**config.mk**
```make
export PLATFORM = sky130hd
export DESIGN_NAME = ctl_stat_bank
export DESIGN_NICKNAME = d
export VERILOG_FILES = /design/src/rtl/csrb_pkg.sv /design/src/rtl/csrb_flag_cell.sv /design/src/rtl/csrb_sat_counter.sv /design/src/rtl/csrb_irq_gate.sv /design/src/rtl/ctl_stat_bank.sv
export SDC_FILE = /design/constraint.sdc
export NUM_CORES = 1
export LEC_CHECK = 0
export BUFFER_PORTS_ARGS = -buffer_cell sky130_fd_sc_hd__buf_2
export CORE_ASPECT_RATIO = 1.75
export CORE_UTILIZATION = 25
export DETAILED_ROUTE_END_ITERATION = 10
export HOLD_SLACK_MARGIN = 0.03
export PLACE_DENSITY = 0.55
export SLEW_MARGIN = 20
export SYNTH_ARGS = -nofsm -noshare
export SYNTH_HDL_FRONTEND = slang
export SYNTH_SLANG_ARGS = --single-unit
```
**constraint.sdc**
```tcl
create_clock -name clk -period 2.1 [get_ports clk]
set_input_delay 0.315 -clock clk [delete_from_list [all_inputs] [get_ports clk]]
set_output_delay 0.315 -clock clk [all_outputs]
set_load 0.01 [all_outputs]
```
**src/rtl/csrb_pkg.sv**
```systemverilog
// Package: shared register indices and bit positions for the indirect
// status register bank. Assumes a 32-bit data port.
package csrb_pkg;
    localparam int IDX_STAT = 0;
    localparam int IDX_MASK = 1;
    localparam int IDX_CNT  = 2;
    localparam int IDX_TMO  = 3;

    localparam int NFLAG    = 3;
    // flag i lives at status bit FLAG_TOP - i (coll, miss, merr)
    localparam int FLAG_TOP = 13;
    localparam int BIT_ERR  = 15;
    localparam int BIT_IEN  = 6;
    localparam int BIT_STOP = 2;

    typedef enum int {FL_COLL = 0, FL_MISS = 1, FL_MERR = 2} flag_e;
endpackage

```
**src/rtl/csrb_flag_cell.sv**
```systemverilog
// Module: one sticky status flag. An event sets it; the host clears it by
// write-one-to-clear, and optionally a stop command clears it. A set in the
// same cycle as a clear wins; reset wins over everything.
// Assumes synchronous active-low reset and single-cycle strobes.
module csrb_flag_cell #(
    parameter bit CLR_ON_STOP = 1'b1
) (
    input  logic clk,
    input  logic rst_n,
    input  logic sw_rst,
    input  logic set_ev,
    input  logic w1c,
    input  logic stop_cmd,
    output logic q
);
    logic clr;
    // combine the host clear sources permitted for this flag
    assign clr = w1c | (CLR_ON_STOP & stop_cmd);

    // hold the flag: reset, then set-priority, then clear
    always_ff @(posedge clk) begin
        if (!rst_n || sw_rst) q <= 1'b0;
        else if (set_ev)      q <= 1'b1;
        else if (clr)         q <= 1'b0;
    end
endmodule

```
**src/rtl/csrb_sat_counter.sv**
```systemverilog
// Module: saturating event counter. It increments on each pulse, stops at
// all-ones and clears on either reset. Assumes one pulse per cycle at most.
module csrb_sat_counter #(
    parameter int W = 16
) (
    input  logic         clk,
    input  logic         rst_n,
    input  logic         clr,
    input  logic         inc,
    output logic [W-1:0] q
);
    localparam logic [W-1:0] MAXV = '1;

    // count events, holding at the top value
    always_ff @(posedge clk) begin
        if (!rst_n || clr)         q <= '0;
        else if (inc && q != MAXV) q <= q + 1'b1;
    end
endmodule

```
**src/rtl/csrb_irq_gate.sv**
```systemverilog
// Module: forms the active-low level interrupt from the flags, the global
// enable and the per-flag mask bits. Collision never takes part.
// Purely combinational; assumes registered inputs.
module csrb_irq_gate (
    input  logic ien,
    input  logic miss,
    input  logic merr,
    input  logic mask_miss,
    input  logic mask_merr,
    output logic irq_n
);
    // any enabled, unmasked source pulls the line low
    always_comb begin
        irq_n = !(ien && ((miss && !mask_miss) || (merr && !mask_merr)));
    end
endmodule

```
**src/rtl/ctl_stat_bank.sv**
```systemverilog
// Module: indirect control/status register bank. A pointer selects one of
// four registers (status, mask, missed-frame counter, bus timeout). Data-port
// writes go to the selected register, and rdata always shows it.
// Assumes synchronous active-low hardware reset and single-cycle strobes.
module ctl_stat_bank #(
    parameter int          DATA_W  = 32,
    parameter int          PTR_W   = 4,
    parameter int          CNT_W   = 16,
    parameter int          TMO_W   = 16,
    parameter int          MASK_W  = 16,
    parameter logic [15:0] TMO_RST = 16'd1536
) (
    input  logic              clk,
    input  logic              rst_n,
    input  logic              sw_rst,
    input  logic              ptr_wr,
    input  logic              dp_wr,
    input  logic [DATA_W-1:0] wdata,
    output logic [DATA_W-1:0] rdata,
    input  logic              ev_coll,
    input  logic              ev_miss,
    input  logic              ev_merr,
    output logic              irq_n
);
    import csrb_pkg::*;

    logic [PTR_W-1:0]  ptr_q;
    logic [NFLAG-1:0]  flag_q;
    logic [NFLAG-1:0]  ev_vec;
    logic              ien_q, stop_q;
    logic [MASK_W-1:0] mask_q;
    logic [TMO_W-1:0]  tmo_q;
    logic [CNT_W-1:0]  miss_cnt;
    logic              wr_stat, wr_mask, wr_tmo, stop_cmd, err;
    logic [DATA_W-1:0] unused_wdata;

    assign unused_wdata = wdata;
    assign ev_vec       = {ev_merr, ev_miss, ev_coll};

    // decode data-port writes against the current pointer
    assign wr_stat  = dp_wr && (ptr_q == PTR_W'(IDX_STAT));
    assign wr_mask  = dp_wr && (ptr_q == PTR_W'(IDX_MASK));
    assign wr_tmo   = dp_wr && (ptr_q == PTR_W'(IDX_TMO));
    assign stop_cmd = wr_stat && wdata[BIT_STOP];

    // pointer register: cleared by both resets, else loaded by the host
    always_ff @(posedge clk) begin
        if (!rst_n || sw_rst) ptr_q <= '0;
        else if (ptr_wr)      ptr_q <= wdata[PTR_W-1:0];
    end

    // enable and stop control bits in the status register
    always_ff @(posedge clk) begin
        if (!rst_n || sw_rst) begin
            ien_q  <= 1'b0;
            stop_q <= 1'b0;
        end else if (wr_stat) begin
            ien_q  <= wdata[BIT_IEN];
            stop_q <= wdata[BIT_STOP];
        end
    end

    // mask register: survives software reset
    always_ff @(posedge clk) begin
        if (!rst_n)       mask_q <= '0;
        else if (wr_mask) mask_q <= wdata[MASK_W-1:0];
    end

    // bus-timeout setting: survives software reset
    always_ff @(posedge clk) begin
        if (!rst_n)      tmo_q <= TMO_W'(TMO_RST);
        else if (wr_tmo) tmo_q <= wdata[TMO_W-1:0];
    end

    // one sticky cell per error flag; memory error ignores stop
    for (genvar i = 0; i < NFLAG; i++) begin : g_flag
        csrb_flag_cell #(
            .CLR_ON_STOP(i != FL_MERR)
        ) u_cell (
            .clk     (clk),
            .rst_n   (rst_n),
            .sw_rst  (sw_rst),
            .set_ev  (ev_vec[i]),
            .w1c     (wr_stat && wdata[FLAG_TOP-i]),
            .stop_cmd(stop_cmd),
            .q       (flag_q[i])
        );
    end

    csrb_sat_counter #(.W(CNT_W)) u_cnt (
        .clk  (clk),
        .rst_n(rst_n),
        .clr  (sw_rst),
        .inc  (ev_miss),
        .q    (miss_cnt)
    );

    csrb_irq_gate u_irq (
        .ien      (ien_q),
        .miss     (flag_q[FL_MISS]),
        .merr     (flag_q[FL_MERR]),
        .mask_miss(mask_q[FLAG_TOP - FL_MISS]),
        .mask_merr(mask_q[FLAG_TOP - FL_MERR]),
        .irq_n    (irq_n)
    );

    // summary error bit over all flags
    assign err = |flag_q;

    // read multiplexer over the selected register
    always_comb begin
        rdata = '0;
        unique case (ptr_q)
            PTR_W'(IDX_STAT): begin
                rdata[BIT_ERR]  = err;
                for (int i = 0; i < NFLAG; i++) rdata[FLAG_TOP-i] = flag_q[i];
                rdata[BIT_IEN]  = ien_q;
                rdata[BIT_STOP] = stop_q;
            end
            PTR_W'(IDX_MASK): rdata[MASK_W-1:0] = mask_q;
            PTR_W'(IDX_CNT):  rdata[CNT_W-1:0]  = miss_cnt;
            PTR_W'(IDX_TMO):  rdata[TMO_W-1:0]  = tmo_q;
            default:          rdata = '0;
        endcase
    end
endmodule

```
==> results of run 1 <==
## cells in the mapped netlist, types with 5 or more instances
| cell | number |
|---|---|
| clkbuf_1 | 12 |
| a21boi_0 | 27 |
| nor2_1 | 17 |
| a31oi_1 | 6 |
| nand2_1 | 105 |
| nand4_1 | 5 |
| buf_4 | 21 |
| a21oi_1 | 12 |
| a22oi_1 | 21 |
| nand3_1 | 13 |
| mux2i_1 | 6 |
| dfxtp_1 | 57 |
## per-layer routing
layer	share of wire [%]	GRT usage, %
met5	0	0
met4	3.6	9.07
met3	2.9	2.57
met2	56	27.0
met1	37	13.1
## repair_timing
item	4_1_cts	5_1_grt
endpoints found under the setup margin	0	15
resized for setup	0	1
hold buffers	0	0
endpoints found under the hold margin	0	0
buffers inserted	0	0
## area by class of cell
type                       count  area share [%]
clock buffer                  12            7.20
tap                          132            4.64
inverter                       2           0.211
clock inverter                 4            2.11
timing repair buffer          56            9.34
sequential                    57            32.0
multi-input combinational    279            44.5
## cells by family (layout without fill, tap and decap cells)
logic type	Yosys count	count (layout)	share of synthesized area [%]
flip-flops	57	57	39.4
AND/OR/NAND/NOR	168	168	27.3
XOR/XNOR	2	2	0.604
adder cells (fa/ha/maj)	1	1	0.432
multiplexers	6	6	2.07
other	1	16	0.129
buffers and inverters	40	74	8.29
AO/OA/AOI/OAI	86	86	21.8
## tightest hold or removal path: stages
cell	delay, ps
buf_2	70
a21oi_1	30
nor2_1	70
## registers in the layout (all words and copies together), names as in the netlist
signal / count
u_cnt.q: 16
ptr_q: 4
ien_q: 1
tmo_q: 16
g_flag.u_cell.q: 3
stop_q: 1
mask_q: 16
## how the worst max path moves through the flow
stage | from | to | cells past startpoint
after CTS | ptr_q[1] | rdata[8] | 4
after global placement | ptr_q[1] | tmo_q[3] | 5
after global routing | ptr_q[0] | rdata[4] | 5
final | ptr_q[0] | rdata[14] | 5
after detailed placement | ptr_q[1] | tmo_q[1] | 5
after floorplan | u_cnt.q[0] | u_cnt.q[14] | 4
## power breakdown
group / internal, µW / switching, µW / total, µW
clock network: 1100 / 512 / 1610
registers: 1100 / 12.8 / 1110
logic: 62.3 / 99.4 / 162
total: 2260 / 624 / 2880
## through the flow
step / hold slack [ps] / std cells
global placement: 442 / 526
global route: 222 / 542
CTS: 196 / 542
finish: 206 / 542
detailed placement: 450 / 526
floorplan: 432 / 376
==> metrics.txt, run 1 <==
CP max stage delay=430 ps; Max VDD drop=0.455 mV; Crit path max-delay family=flip-flops; Num CTS Buffers=9; R2R depth=5; minimum clock period=1990 ps; clk_skew=4.46 ps; Overall Global Routing Usage=about 14%; R2R Path Start=u_cnt.q[0]; routed wire length=about 8000 µm; share of cells above drive strength 1=20.2%; clk root buf=clkbuf_16; final hold vios=0; Final WS setup=approximately 110 ps; Finished Cell Area=between 3000 and 4000 µm²; Ports=between 70 and 80; number of buffers added on ports=40; CP Data Required Time=~1800 ps; diodes inserted=0; Layout fillers=approximately 1200; clk sinks=57; leakage=roughly 0.0014 µW; Cells after Synth=between 300 and 400; DR iter-0 viols=approximately 130; Cell Area, Placed=between 3000 and 4000 µm²; Sequential Area=roughly 1100 µm²; Reg2Reg Setup Slack=between 200 and 300 ps; CTS max path bufs=2; Die Area=12000 µm²; core area=roughly 11000 µm²; ys flop type=dfxtp_1; Avg Cell Area, Syn=about 8.0 µm²; average wire per standard cell=~15 µm; Hold EP=g_flag[2].u_cell.q; Post-synth EDFFs=0; reg2reg end=u_cnt.q[15]; period utilisation layout=94.8%; HPWL Detailed=approximately 6000 µm; Residual DRC=0; initial core utilization=25.8%; Bufs and invs on worst path=2; hold path depth=3; Crit Path Class=reg2out; Synth area leader=dfxtp_1; pin count of the biggest net entering global routing=31; Layout area overhead=22.9%; Fmax=around 500 MHz; YS warnings=0; number of global-route vias before repair=2632; Startpoint Class=flip-flop; most frequent cells in the layout=105 x nand2_1, 57 x dfxtp_1, 40 x buf_2; Hold Crit Class=in2reg; synth top area cells=dfxtp_1 39%, nand2_1 14%, a21boi_0 7.0%; WP data arrival=around 1700 ps; Yosys reg bits=57; First-pass DRT Iterations=4; CTS tree=yes; clk_lat worst skew=~330 ps; CTS H-tree depth=3; Final GP Congestion=0.779; sequential area share after synthesis=between 30 and 40%; first-pass GRT wire length=around 13000 µm; Crit-path slowest cell=dfxtp_1; Max Transition Viols Final=0; Tot Pwr=between 2000 and 3000 µW; Final ANT Viol Nets=0; PwrDens=~810 nW/µm²; initial antenna violation count=0; relative slew slack=62.0%; Setup TNS Final=0 ps; status=completed; via count=around 2700; synthesized area=between 2000 and 3000 µm²; clock transition time at the flip-flop clock pins of the worst setup and hold paths=approximately 50 ps; FFs w/ async S/R, synth=0%; pre-CTS WS=slightly below 300 ps; cell row count=51; CP Capture Type=output port; commonest non-fill, non-tap cell in the layout=nand2_1; Final setup violation count=0; vias per cell=~4.9; Synth cell types=just over 50; chip height=roughly 140 µm; post-synth top area share=between 30% and 40%; Max FO, Critical Path=18; worst slew pin tran=between 500 and 600 ps; GR Overflow Total=0; Final Util=between 30% and 40%; number of max-cap violations=0; multi-input combinational cell area=around 1600 µm²; hold_sp=ev_merr; crit-path cells=nor4b_4 -> buf_4 -> a22oi_1 -> nand2_1 -> buf_2; unrepaired setup endpoints after global routing=false; Die Wd=about 83 µm; layout net count=roughly 450
Note: power is estimated with default switching activity, not from simulation.
==> inputs of run 2 (changes only) <==
ABC_AREA = 1   (was default)
==> run 2 against run 1 <==
Compared with the run above:
- the run now ends with design-rule violations left
- sequential power hardly changed
- power decreased by 5.4%
- sequential cell count unchanged
- critical path depth rose by 2
- non-clock buffer count shrank 6
- combinational power grew 7%
- cell count grew 13%
- maximum frequency rose by 3.2%
- global-route usage rose by 0.45 points
- final area down 0.42%
- wire length rose by 3.2%
- highest routed layer unchanged
==> metrics.txt, run 2 <==
vias per cell=4.68; GR Overflow Total=0; main combinational cell family by area after synthesis=simple AND/OR/NAND/NOR gates; share of cells above drive strength 1=between 10% and 20%; CP max stage delay=330 ps; commonest non-fill, non-tap cell in the layout=nand2_1; most frequent cells in the layout=100 x nand2_1, 57 x dfxtp_1, 49 x a21oi_1; chip height=about 150 µm; Die Area=12200 µm²; via count=around 2900; failing checks=design-rule violations; synth top area cells=dfxtp_1 39%, nand2_1 13%, a21oi_1 8.3%; sequential power share=40.8%; number of global-route vias before repair=2859; sequential area share after synthesis=38.7%; WP data arrival=about 1600 ps; clk_skew=~7.6 ps; net load switching power=just over 600 µW; # hold bufs at CTS=0; post-synth top area share=just under 40%; pin count of the biggest net entering global routing=28; clk sinks=57; Crit path max-delay family=buffers and inverters; HPWL Detailed=~6500 µm; Layout area overhead=20.4%; post-synthesis mux area share=0%; Compound-Gate Fraction of Synth Area=18.4%; top-count cell post-synth=nand2_1; unrepaired setup endpoints after global routing=false; period utilisation layout=91.9%; routed wire length=~8300 µm; Yosys reg bits=57; Die Wd=about 84 µm; layout net count=slightly above 500; Post-synth EDFFs=0; Overall Global Routing Usage=14.3%; Fmax=around 520 MHz; initial antenna violation count=0; Layout fillers=about 1200; number of max-cap violations=0; CP Capture Type=output port; clock transition time at the flip-flop clock pins of the worst setup and hold paths=roughly 50 ps; clock network power share=between 50 and 60%; FFs w/ async S/R, synth=0%; Final Util=30.8%; Final ANT Viol Nets=0; xor/xnor share of the synthesized area=less than 1%; Startpoint Class=flip-flop; multi-input combinational cell area=1490 µm²; Hold Crit Class=in2reg; clk_lat worst skew=approximately 330 ps; Max VDD drop=between 0.5 and 0.6 mV; crit-path cells=nor2_4 -> nand3_1 -> inv_1 -> buf_4 -> nand2_1 -> o2111ai_1 -> buf_2; Final GP Congestion=~0.89; Synth area leader=dfxtp_1; Setup TNS Final=0 ps; Ports=73; PostCTS Resize Cnt=0; hold slack=just over 200 ps; worst slew pin tran=509 ps; Post-Synth Simple-Gate Area=slightly below 30%; relative slew slack=between 60% and 70%; Sequential Area=about 1100 µm²; DR iter-0 viols=between 90 and 100; average wire per standard cell=about 14 µm; Crit-path slowest cell=dfxtp_1; status=finished, violations left; PwrDens=770 nW/µm²; Bufs and invs on worst path=3; ys flop type=dfxtp_1; Num CTS Buffers=9; Avg Cell Area, Syn=slightly below 7 µm²; CP Data Required Time=1780 ps; initial core utilization=roughly a quarter; minimum clock period=slightly below 2000 ps; final hold vios=0; Residual DRC=4; top flop regs=mask_q (16), tmo_q (16), u_cnt.q (16); First-pass DRT Iterations=7; clk root buf=clkbuf_16; Max FO, Critical Path=8; Cells after Synth=roughly 430; Final setup violation count=0; Max Transition Viols Final=0; first-pass GRT wire length=13500 µm; Synth cell types=26; Net Sw Frac=between 20% and 30%; cell row count=52; CTS tree=yes; Crit Path Class=reg2out; CTS H-tree depth=3; internal power=2120 µW; diodes inserted=0; leakage=about 0.0014 µW; core area=about 12000 µm²; post-synthesis adder-cell area fraction=less than 1%; number of buffers added on ports=40; Synth top cells by count=100 x nand2_1, 57 x dfxtp_1, 49 x a21oi_1; CTS max path bufs=2; synthesized area=between 2000 and 3000 µm²; YS warnings=0; combinational power share=6.4%; postcts setup bufs=0
-- run 2: cell types whose count changed after synthesis, moves of 10 or more --
| cell | previous run | this run |
|---|---|---|
| o21ai_0 | 2 | 32 |
| a22oi_1 | 21 | 0 |
| a21oi_1 | 12 | 49 |
| o221ai_1 | 0 | 10 |
| nor2_1 | 17 | 43 |
| a21boi_0 | 27 | 0 |
| inv_1 | 2 | 42 |
-- run 2: per-stage QoR --
stage,power (µW),area (µm²),std cells,setup slack (ps)
after global placement,1310,3250,596,449
after detailed placement,1310,3250,596,428
after global routing,2830,3550,611,59.8
after floorplan,1260,3000,441,683
after CTS,2760,3550,611,77.8
final,2730,3550,611,171
-- run 2: layer usage --
layer | vias to the layer above | global-route usage (%) | routed length [µm] | part of all wire (%)
met5 | - | 0 | 0 | 0
met4 | 0 | 7.59 | 267 | 3.2
met3 | 19 | 3.18 | 242 | 2.9
met2 | 67 | 28.8 | 4790 | 58
met1 | 1331 | 12.8 | 3030 | 36
li1 | 1445 | - | - | -
-- run 2: kinds of logic (layout without fill, tap and decap cells) --
family                     after synthesis  after routing
AOI/OAI and AO/OA                       97             97
xor gates and xnor gates                 2              2
adders and majority gates                1              1
buffers and inverters                   77            112
DFF                                     57             57
other                                    1             16
and+or+nand+nor                        191            191
-- run 2: layout make-up --
class | count | area share (%)
Multi-Input combinational cell | 307 | 42.0
Sequential cell | 57 | 32.2
Timing Repair Buffer | 50 | 7.76
Clock buffer | 12 | 7.23
Inverter | 47 | 4.97
Tap cell | 135 | 4.76
Clock inverter | 3 | 1.13
-- run 2: final timing paths --
| kind | end | slack [ps] | depth (start not counted) | start |
|---|---|---|---|---|
| max | rdata[6] | 170 | 7 | ptr_q[3] |
| min | g_flag[0].u_cell.q | 200 | 3 | ev_coll |
| max reg2reg | mask_q[8] | 420 | 6 | ptr_q[3] |
| min reg2reg | tmo_q[14] | 450 | 2 | tmo_q[14] |
-- run 2: power by group through the flow --
stage | clock network, µW | logic [µW] | registers [µW]
final | 1440 | 174 | 1110
after global routing | 1520 | 193 | 1110
after CTS | 1470 | 175 | 1110
after detailed placement | 0 | 175 | 1130
after global placement | 0 | 173 | 1130
after floorplan | 0 | 125 | 1130
-- run 2: worst reg2reg max path, delay by kind of cell (launching register included) --
family                 cells  cell delay [ps]
DFF                        1              330
and+or+nand+nor            3              610
buffers and inverters      1              240
AOI/OAI and AO/OA          2              360
==> inputs of run 3 (changes only) <==
CORE_UTILIZATION = 53   (was 25)
PLACE_DENSITY = 0.9   (was 0.55)
==> run 3 against run 2 <==
Compared with the run above:
- sequential cell count unchanged
- maximum frequency grew 0.12%
- via count increased by 4.6%
- largest power group is now registers
- worst hold slack worse by 14 ps
- the flow now finishes without violations
- non-clock buffer count fell by 3
- critical path type unchanged
==> metrics.txt, run 3 (synthesis gave the netlist of run 2 again) <==
leakage=0.00134 µW; Final WS setup=173 ps; number of max-cap violations=0; CTS H-tree depth=3; clk sinks=57; Startpoint Class=flip-flop; Ports=73; most frequent cells in the layout=99 x nand2_1, 57 x dfxtp_1, 49 x a21oi_1; sequential power share=roughly half; Net Sw Frac=between 20% and 30%; combinational power share=7.6%; diodes inserted=0; clk_lat worst skew=between 300 and 400 ps; Reg2Reg Setup Slack=approximately 420 ps; clock network power share=between 40% and 50%; Critical Path End=rdata[6]; CTS max path bufs=2; Crit-path slowest cell=dfxtp_1; initial core utilization=between 50 and 60%; CP max stage delay=370 ps; average wire per standard cell=roughly 14 µm; vias per cell=around 5.5; routed wire length=between 7000 and 8000 µm; Max Transition Viols Final=0; R2R Path Start=u_cnt.q[1]; minimum clock period=a little under 2000 ps; cell row count=35; Crit path max-delay family=buffers and inverters; first-pass GRT wire length=approximately 13000 µm; number of global-route vias before repair=between 2000 and 3000; # hold bufs at CTS=0; core area=5300 µm²; pin count of the biggest net entering global routing=28; Tot Pwr=2280 µW; clk root buf=clkbuf_8; Residual DRC=0; clock transition time at the flip-flop clock pins of the worst setup and hold paths=roughly 60 ps; Crit. Startpoint=ptr_q[1]; Crit Path Class=reg2out; chip height=slightly above 100 µm; reg2reg end=u_cnt.q[12]; initial antenna violation count=0; GR Overflow Total=0; Final ANT Viol Nets=0; CTS tree=yes; Max VDD drop=0.527 mV; clk_skew=about 5.1 ps; number of buffers added on ports=40; HPWL Detailed=between 5000 and 6000 µm; crit-path cells=inv_1 -> nor2_1 -> nand2_2 -> inv_4 -> nand2_1 -> o2111ai_1 -> buf_2; unrepaired setup endpoints after global routing=false; Layout area overhead=13.6%; Bufs and invs on worst path=3; period utilisation layout=91.8%; R2R depth=8; Die Area=~5900 µm²; critical path depth in cells=7; CP Data Required Time=1780 ps; Layout fillers=roughly 470; Hold Crit Class=in2reg; Final setup violation count=0; First-pass DRT Iterations=5; DR iter-0 viols=145; status=completed; internal power=1730 µW; Overall Global Routing Usage=between 20% and 30%; Num CTS Buffers=9; net load switching power=roughly 550 µW; share of cells above drive strength 1=a little under a fifth; Die Wd=slightly below 60 µm; final hold vios=0; top flop regs=mask_q (16), tmo_q (16), u_cnt.q (16); Setup TNS Final=0 ps; postcts setup bufs=0; Fmax=519 MHz; Max FO, Critical Path=9; PwrDens=approximately 680 nW/µm²; pre-CTS WS=331 ps; layout net count=510; Final GP Congestion=a little under 1; via count=roughly 3000; CP Capture Type=output port; commonest non-fill, non-tap cell in the layout=nand2_1; WP data arrival=about 1600 ps
-- run 3: power by group through the flow --
stage | Sequential [µW] | Combinational (µW) | Clock [µW]
after floorplan | 1130 | 125 | 0
after global placement | 1130 | 163 | 0
after detailed placement | 1130 | 167 | 0
after CTS | 1110 | 169 | 1000
after global routing | 1110 | 192 | 1050
final | 1110 | 173 | 1000
-- run 3: worst min path at each step --
stage | cells after the start | endpoint | slack, ps | from
6_report | 3 | g_flag[2].u_cell.q | 190 | ev_merr
2_1_floorplan | 1 | ptr_q[2] | 410 | ptr_wr
3_3_place_gp | 2 | mask_q[1] | 440 | mask_q[1]
5_1_grt | 3 | tmo_q[10] | 210 | wdata[10]
4_1_cts | 3 | g_flag[2].u_cell.q | 190 | ev_merr
3_5_place_dp | 2 | tmo_q[8] | 450 | tmo_q[8]
-- run 3: timing repair --
action | 4_1_cts | 5_1_grt
endpoints found under the hold margin | 0 | 0
endpoints found under the setup margin | 3 | 7
resized for setup | 1 | 3
-- run 3: per-layer routing --
| metal | global-route usage, % | part of all wire [%] |
|---|---|---|
| met4 | 19.6 | 5.4 |
| met2 | 50.3 | 53 |
| met5 | 0 | 0 |
| met1 | 29.3 | 36 |
| met3 | 4.62 | 5.6 |
-- run 3: per-stage QoR --
step / std cells / hold slack, ps / cell area [µm²] / util (%)
final: 548 / 187 / 3350 / 63.1
after global routing: 548 / 206 / 3350 / 63.1
after CTS: 548 / 186 / 3340 / 63.0
after detailed placement: 532 / 446 / 3150 / 59.5
after global placement: 532 / 438 / 3150 / 59.5
after floorplan: 441 / 409 / 3000 / -
-- run 3: worst register-to-register path, stage by stage (launching register included) --
cell     delay [ps]
dfxtp_1         390
ha_1            260
nand2_1          70
nor2_1          160
nand2_1         120
nor2_1          320
nand4_1         130
nand2_1          90
nor2_1           40
-- run 3: cell type report --
type                            count  area (µm²)  share of cell area (%)
Inverter                           47         179                    5.35
Sequential cell                    57        1140                    34.1
Multi-Input combinational cell    307        1490                    44.6
Timing Repair Buffer               47         253                    7.55
Clock inverter                      3        40.0                    1.20
Tap cell                           74        92.6                    2.77
Clock buffer                       13         149                    4.45
